--- src/rtl/strap_mode_pkg.sv ---
package strap_mode_pkg;
   localparam int GRP_N  = 7;
   localparam int CODE_W = 3;

   typedef enum logic [2:0] {
      GRP_CPU  = 3'd0,
      GRP_SRC  = 3'd1,
      GRP_PCI  = 3'd2,
      GRP_PCIF = 3'd3,
      GRP_USB  = 3'd4,
      GRP_DOT  = 3'd5,
      GRP_REF  = 3'd6
   } grp_e;

   typedef enum logic [1:0] {
      LVL_LOW   = 2'b00,
      LVL_MID   = 2'b01,
      LVL_HIGH  = 2'b10,
      LVL_HIGH2 = 2'b11
   } lvl_e;

   typedef struct packed {
      logic [1:0] hi_lvl;
      logic       mid_b;
      logic       lo_b;
      logic       dbg_pair;
   } strap_t;
endpackage

--- src/rtl/strap_sync.sv ---
module strap_sync #(
   parameter int   STAGES  = 2,
   parameter logic RST_VAL = 1'b0
) (
   input  logic clk,
   input  logic arst_n,
   input  logic d_i,
   output logic q_o
);
   logic [STAGES-1:0] chain;

   always_ff @(posedge clk or negedge arst_n) begin
      if (!arst_n) chain <= {STAGES{RST_VAL}};
      else         chain <= {chain[STAGES-2:0], d_i};
   end

   assign q_o = chain[STAGES-1];
endmodule

--- src/rtl/strap_latch.sv ---
module strap_latch
   import strap_mode_pkg::*;
(
   input  logic   clk,
   input  logic   clr_n,
   input  logic   pg_n_q_i,
   input  strap_t raw_i,
   output logic   valid_o,
   output strap_t held_o
);
   always_ff @(posedge clk or negedge clr_n) begin
      if (!clr_n) begin
         valid_o <= 1'b0;
         held_o  <= '0;
      end else if (!valid_o && !pg_n_q_i) begin
         valid_o <= 1'b1;
         held_o  <= raw_i;
      end
   end
endmodule

--- src/rtl/mode_decode.sv ---
module mode_decode
   import strap_mode_pkg::*;
#(
   parameter logic [CODE_W-1:0] SAFE_CODE = 3'b101
) (
   input  logic              valid_i,
   input  strap_t            held_i,
   input  logic              tm_live_i,
   output logic [CODE_W-1:0] cpu_code_o,
   output logic              rsvd_o,
   output logic              pair7_cpu_o,
   output logic              test_active_o,
   output logic              hiz_o,
   output logic              refdiv_o
);
   localparam logic [CODE_W-1:0] RSVD_CODE = '1;
   logic [CODE_W-1:0] sel;

   always_comb begin
      sel           = {held_i.hi_lvl[1], held_i.mid_b, held_i.lo_b};
      rsvd_o        = valid_i && (sel == RSVD_CODE);
      cpu_code_o    = (!valid_i || rsvd_o) ? SAFE_CODE : sel;
      pair7_cpu_o   = valid_i && held_i.dbg_pair;
      test_active_o = valid_i && (held_i.hi_lvl == LVL_MID);
      hiz_o         = test_active_o && !tm_live_i;
      refdiv_o      = test_active_o && tm_live_i;
   end
endmodule

--- src/rtl/group_gate.sv ---
module group_gate
   import strap_mode_pkg::*;
#(
   parameter int               NUM_PLL   = 2,
   parameter logic [GRP_N-1:0] STOP_MASK = 7'b0000100
) (
   input  logic               valid_i,
   input  logic               pd_i,
   input  logic               hiz_i,
   input  logic               pci_run_i,
   output logic [GRP_N-1:0]   grp_run_o,
   output logic [NUM_PLL-1:0] pll_en_o
);
   logic base_run;
   assign base_run = valid_i && !pd_i && !hiz_i;

   for (genvar g = 0; g < GRP_N; g++) begin : g_grp
      if (STOP_MASK[g]) begin : g_stoppable
         assign grp_run_o[g] = base_run && pci_run_i;
      end else begin : g_free
         assign grp_run_o[g] = base_run;
      end
   end

   for (genvar p = 0; p < NUM_PLL; p++) begin : g_pll
      assign pll_en_o[p] = valid_i && !pd_i;
   end
endmodule

--- src/rtl/strap_mode_ctl.sv ---
module strap_mode_ctl
   import strap_mode_pkg::*;
#(
   parameter int                SYNC_STAGES = 2,
   parameter int                NUM_PLL     = 2,
   parameter logic [CODE_W-1:0] SAFE_CODE   = 3'b101,
   parameter logic [GRP_N-1:0]  STOP_MASK   = 7'b0000100
) (
   input  logic               clk,
   input  logic               rst_n,
   input  logic               pwrgd_n_i,
   input  logic               pd_i,
   input  logic [1:0]         fsel_hi_lvl_i,
   input  logic               fsel_mid_i,
   input  logic               fsel_lo_i,
   input  logic               dbg_pair_i,
   input  logic               pci_stop_n_i,
   output logic               straps_valid_o,
   output logic [CODE_W-1:0]  cpu_code_o,
   output logic               rsvd_sel_o,
   output logic               pair7_cpu_o,
   output logic               test_active_o,
   output logic               test_hiz_o,
   output logic               test_refdiv_o,
   output logic               osc_en_o,
   output logic [NUM_PLL-1:0] pll_en_o,
   output logic [GRP_N-1:0]   grp_run_o
);
   if (SYNC_STAGES < 2) begin : g_bad_sync
      $error("SYNC_STAGES must be at least 2");
   end
   if (NUM_PLL < 1) begin : g_bad_pll
      $error("NUM_PLL must be at least 1");
   end
   if (SAFE_CODE == {CODE_W{1'b1}}) begin : g_bad_safe
      $error("SAFE_CODE must not be the reserved code");
   end

   logic   clr_n;
   logic   pg_n_q;
   logic   tm_q;
   logic   pci_run_q;
   strap_t raw;
   strap_t held;

   assign clr_n = rst_n && !pd_i;
   assign raw   = '{hi_lvl: fsel_hi_lvl_i, mid_b: fsel_mid_i,
                    lo_b: fsel_lo_i, dbg_pair: dbg_pair_i};

   strap_sync #(.STAGES(SYNC_STAGES), .RST_VAL(1'b1)) u_pg_sync (
      .clk(clk), .arst_n(clr_n), .d_i(pwrgd_n_i), .q_o(pg_n_q));

   strap_sync #(.STAGES(SYNC_STAGES), .RST_VAL(1'b0)) u_tm_sync (
      .clk(clk), .arst_n(rst_n), .d_i(fsel_mid_i), .q_o(tm_q));

   strap_sync #(.STAGES(SYNC_STAGES), .RST_VAL(1'b1)) u_stop_sync (
      .clk(clk), .arst_n(rst_n), .d_i(pci_stop_n_i), .q_o(pci_run_q));

   strap_latch u_latch (
      .clk(clk), .clr_n(clr_n), .pg_n_q_i(pg_n_q), .raw_i(raw),
      .valid_o(straps_valid_o), .held_o(held));

   mode_decode #(.SAFE_CODE(SAFE_CODE)) u_dec (
      .valid_i(straps_valid_o), .held_i(held), .tm_live_i(tm_q),
      .cpu_code_o(cpu_code_o), .rsvd_o(rsvd_sel_o),
      .pair7_cpu_o(pair7_cpu_o), .test_active_o(test_active_o),
      .hiz_o(test_hiz_o), .refdiv_o(test_refdiv_o));

   group_gate #(.NUM_PLL(NUM_PLL), .STOP_MASK(STOP_MASK)) u_gate (
      .valid_i(straps_valid_o), .pd_i(pd_i), .hiz_i(test_hiz_o),
      .pci_run_i(pci_run_q), .grp_run_o(grp_run_o), .pll_en_o(pll_en_o));

   assign osc_en_o = rst_n && !pd_i;
endmodule

--- config.mk ---
export PLATFORM = sky130hd
export DESIGN_NAME = strap_mode_ctl
export DESIGN_NICKNAME = d
export VERILOG_FILES = /design/src/rtl/strap_mode_pkg.sv /design/src/rtl/strap_sync.sv /design/src/rtl/strap_latch.sv /design/src/rtl/mode_decode.sv /design/src/rtl/group_gate.sv /design/src/rtl/strap_mode_ctl.sv
export SDC_FILE = /design/constraint.sdc
export NUM_CORES = 1
export LEC_CHECK = 0
export BUFFER_PORTS_ARGS = -buffer_cell sky130_fd_sc_hd__buf_2
export CAP_MARGIN = 20
export CORE_UTILIZATION = 37
export CTS_CLUSTER_DIAMETER = 120
export CTS_CLUSTER_SIZE = 20
export DETAILED_ROUTE_END_ITERATION = 8
export GPL_TIMING_DRIVEN = 0
export PLACE_DENSITY = 0.71
export SETUP_SLACK_MARGIN = 0.1
export SYNTH_ARGS = -nofsm -noshare
export SYNTH_HDL_FRONTEND = slang
export SYNTH_SLANG_ARGS = --single-unit
--- constraint.sdc ---
create_clock -name clk -period 1.2 [get_ports clk]
set_clock_uncertainty 0.2 [all_clocks]
set_input_delay 0 -clock clk [delete_from_list [all_inputs] [get_ports clk]]
set_output_delay 0 -clock clk [all_outputs]
set_load 0.005 [all_outputs]
==> qor.yml <==
synthesis:
  netlist_instances: 41
  synth_ff_type: "dfrtp_1"
  synth_area_sq_um: 547
  synth_warnings: 0
  syn_area_per_cell_sq_um: 13.3
  synth_nets: 51
  netlist.area_leader.share: 0.366
  synth_seq_cells: 12
  synthTopCellsByArea: "dfrtp_1, dfstp_2, mux2_4"
  synth_common_cells: "dfrtp_1, buf_4, mux2_4, dfstp_2"
  synth_edf_count: 0
  synth-seq-area-share: 0.558
  yosysMostFrequentCell: "dfrtp_1"
  synthArstFlopShare: 1.00
  yosysTopAreaCell: "dfrtp_1"
  synth_cell_types: 15
floorplanning:
  dieHeight_microns: 40.4
  core_sq_um: 1330
  ios: 29
  dieWidth_microns: 40.4
  row_count: 13
  dieArea_sq_um: 1640
  floorplan.initialDensity: 0.410
global_route:
  grt_pass1_vias: 430
  antenna_found_initial: 0
  grt_pass1_wl_microns: 1830
  grt_max_degree: 9
  grt.total_usage: 0.180
  grt_overflow: 0
setup_path:
  cp_num_buf_inv: 2
  critPathLaunchType: "register"
  crit_arrival_ns: 1.44
  worst-setup-path-type: "reg -> reg"
  worst_ep_required_time_ns: 1.15
  worstPathMaxFanout: 5
  slowest_stage: "dfrtp_2"
  endpoint_kind: "register"
  critPathMaxStageDelay_ns: 0.40
  critPathTopFamily: "flip-flops"
  cp_cell_sequence: "buf_6, buf_12, nor2_4, mux2_4"
timing:
  max-slew-margin-rel: 0.761
  fin_crit_sh: 1.24
  fmax_mhz: 672
  rsz0062_at_grt: "yes"
  setup_ws_ns: -0.289
  worst_pin_slew_ns: 0.357
  report.final.slew_viol_count: 0
  period_minus_slack_ns: 1.49
  hold_viol: 2
  setup_violations: 23
  hold_slack_ns: -0.0953
detailed_routing:
  drc_errors: 0
  routed_wl_microns: 1150
  final_antenna_net_count: 0
  wire_per_inst_microns: 11.3
  via_per_inst: 4.37
  via_count: 446
  drt_iter0_drc: 3
  drt_pass1_iterations: 2
flow_run:
  maxCapViolations: 0
final_layout:
  final_core_util: 0.746
  n_antenna_cell: 0
  nets: 98
  fin_area_sq_um: 995
  syn_to_final_growth_pct: 81.9
  drive_gt1_frac: 0.736
placement:
  placed_area_sq_um: 738
  port_buffers: 28
  gp_congestion: 0.630
clock_network:
  clock_path_buffers: 2
  cts_tree: "done"
  clk_pin_slew_ns: 0.07
  htree_levels: 1
  cts-root-buf: "clkbuf_4"
  clock-sinks: 12
  cts_buffers: 3
  clk_latency_ns: 0.26
  holdBufCountCts: 10
run_status:
  violations: "negative hold slack, negative setup slack"
  status: "finished, violations left"
pwr:
  irDropWorstVdd_uv: 714
  power_density_nw_per_um2: 875
  leakage_uw: 0.000502
hold_path:
  min_path_type: "in -> async"
==> area by class of cell <==
class / instances / area [sq um]
Sequential cell: 12 / 308
Clock buffer: 4 / 26.3
Tap cell: 15 / 18.8
Multi-Input combinational cell: 22 / 229
Timing Repair Buffer: 42 / 338
Fill cell: 92 / 339
Buffer: 7 / 75.1
==> where the power goes <==
group | switching [uW] | total [uW] | internal (uW)
Sequential | 14.2 | 443 | 429
Combinational | 58.0 | 185 | 127
Clock | 114 | 242 | 128
==> flip-flops by register name, indices dropped and copies added, names as in the netlist <==
register,flops
u_stop_sync.chain,2
u_latch.held_o,5
u_latch.valid_o,1
u_tm_sync.chain,2
u_pg_sync.chain,2
==> per-layer routing <==
layer / wire length (microns) / part of all wire / GRT usage / vias to the layer above
li1: - / - / - / 221
met1: 451 / 0.39 / 0.206 / 203
met2: 621 / 0.54 / 0.298 / 20
met3: 64 / 0.056 / 0.0333 / 2
met4: 11 / 0.0096 / 0.125 / 0
met5: 0 / 0 / 0 / -
==> cells in the final DEF (no fill, tap or decap) <==
cell type / count
buf_2: 20
buf_6: 16
dlygate4sd3_1: 9
dfrtp_1: 6
mux2_4: 5
dfstp_2: 4
buf_4: 3
clkbuf_4: 3
or2b_1: 2
dfrtp_2: 2
and3b_2: 1
and2b_1: 1
and2_1: 1
nand2_4: 1
nand2_1: 1
nor2_2: 1
and2_4: 1
and2b_2: 1
nor3b_4: 1
nor2b_4: 1
and3b_1: 1
nor2_4: 1
nand2b_1: 1
nor2b_2: 1
a21oi_2: 1
clkbuf_1: 1
buf_12: 1
==> logic make-up (layout without fill, tap and decap cells) <==
group,count (synthesis),after routing,synth area share
simple gates,16,16,0.199
flops,12,12,0.558
mux,5,5,0.137
compound gates,1,1,0.00914
buf+inv,7,53,0.0961
==> worst paths after layout <==
path	slack, ns	depth (start not counted)	endpoint	startpoint
worst max-delay path	-0.29	4	u_latch.held_o[4]	u_latch.valid_o
min in group clk	0.06	3	osc_en_o	pd_i
worst max register to register	-0.29	4	u_latch.held_o[4]	u_latch.valid_o
worst min-delay path	-0.1	2	u_tm_sync.chain[1]	rst_n
max in group asynchronous	0.32	3	u_pg_sync.chain[0]	rst_n
worst min register to register	0.15	0	u_tm_sync.chain[1]	u_tm_sync.chain[0]
==> per-stage QoR <==
| stage | cells | hold WS, ns | worst slack [ns] | power [uW] | TNS (ns) |
|---|---|---|---|---|---|
| after detailed placement | 84 | -0.389 | -0.139 | 575 | -1.33 |
| after global placement | 84 | -0.390 | -0.105 | 570 | -1.03 |
| after floorplan | 41 | -0.496 | -0.0487 | 519 | -0.243 |
| final | 102 | -0.0953 | -0.289 | 870 | -4.81 |
| after CTS | 101 | 0.0586 | -0.292 | 877 | -4.34 |
| after global routing | 102 | -0.0768 | -0.357 | 929 | -6.15 |
==> repair_timing <==
| item | CTS | global route |
|---|---|---|
| endpoints found under the setup margin | 23 | 25 |
| setup buffers | 3 | 2 |
| cloned | 0 | 0 |
| pin swaps | 2 | 2 |
| hold endpoints to repair | 20 | 2 |
| resized for setup | 10 | 11 |
Note: power is estimated with default switching activity, not from simulation.
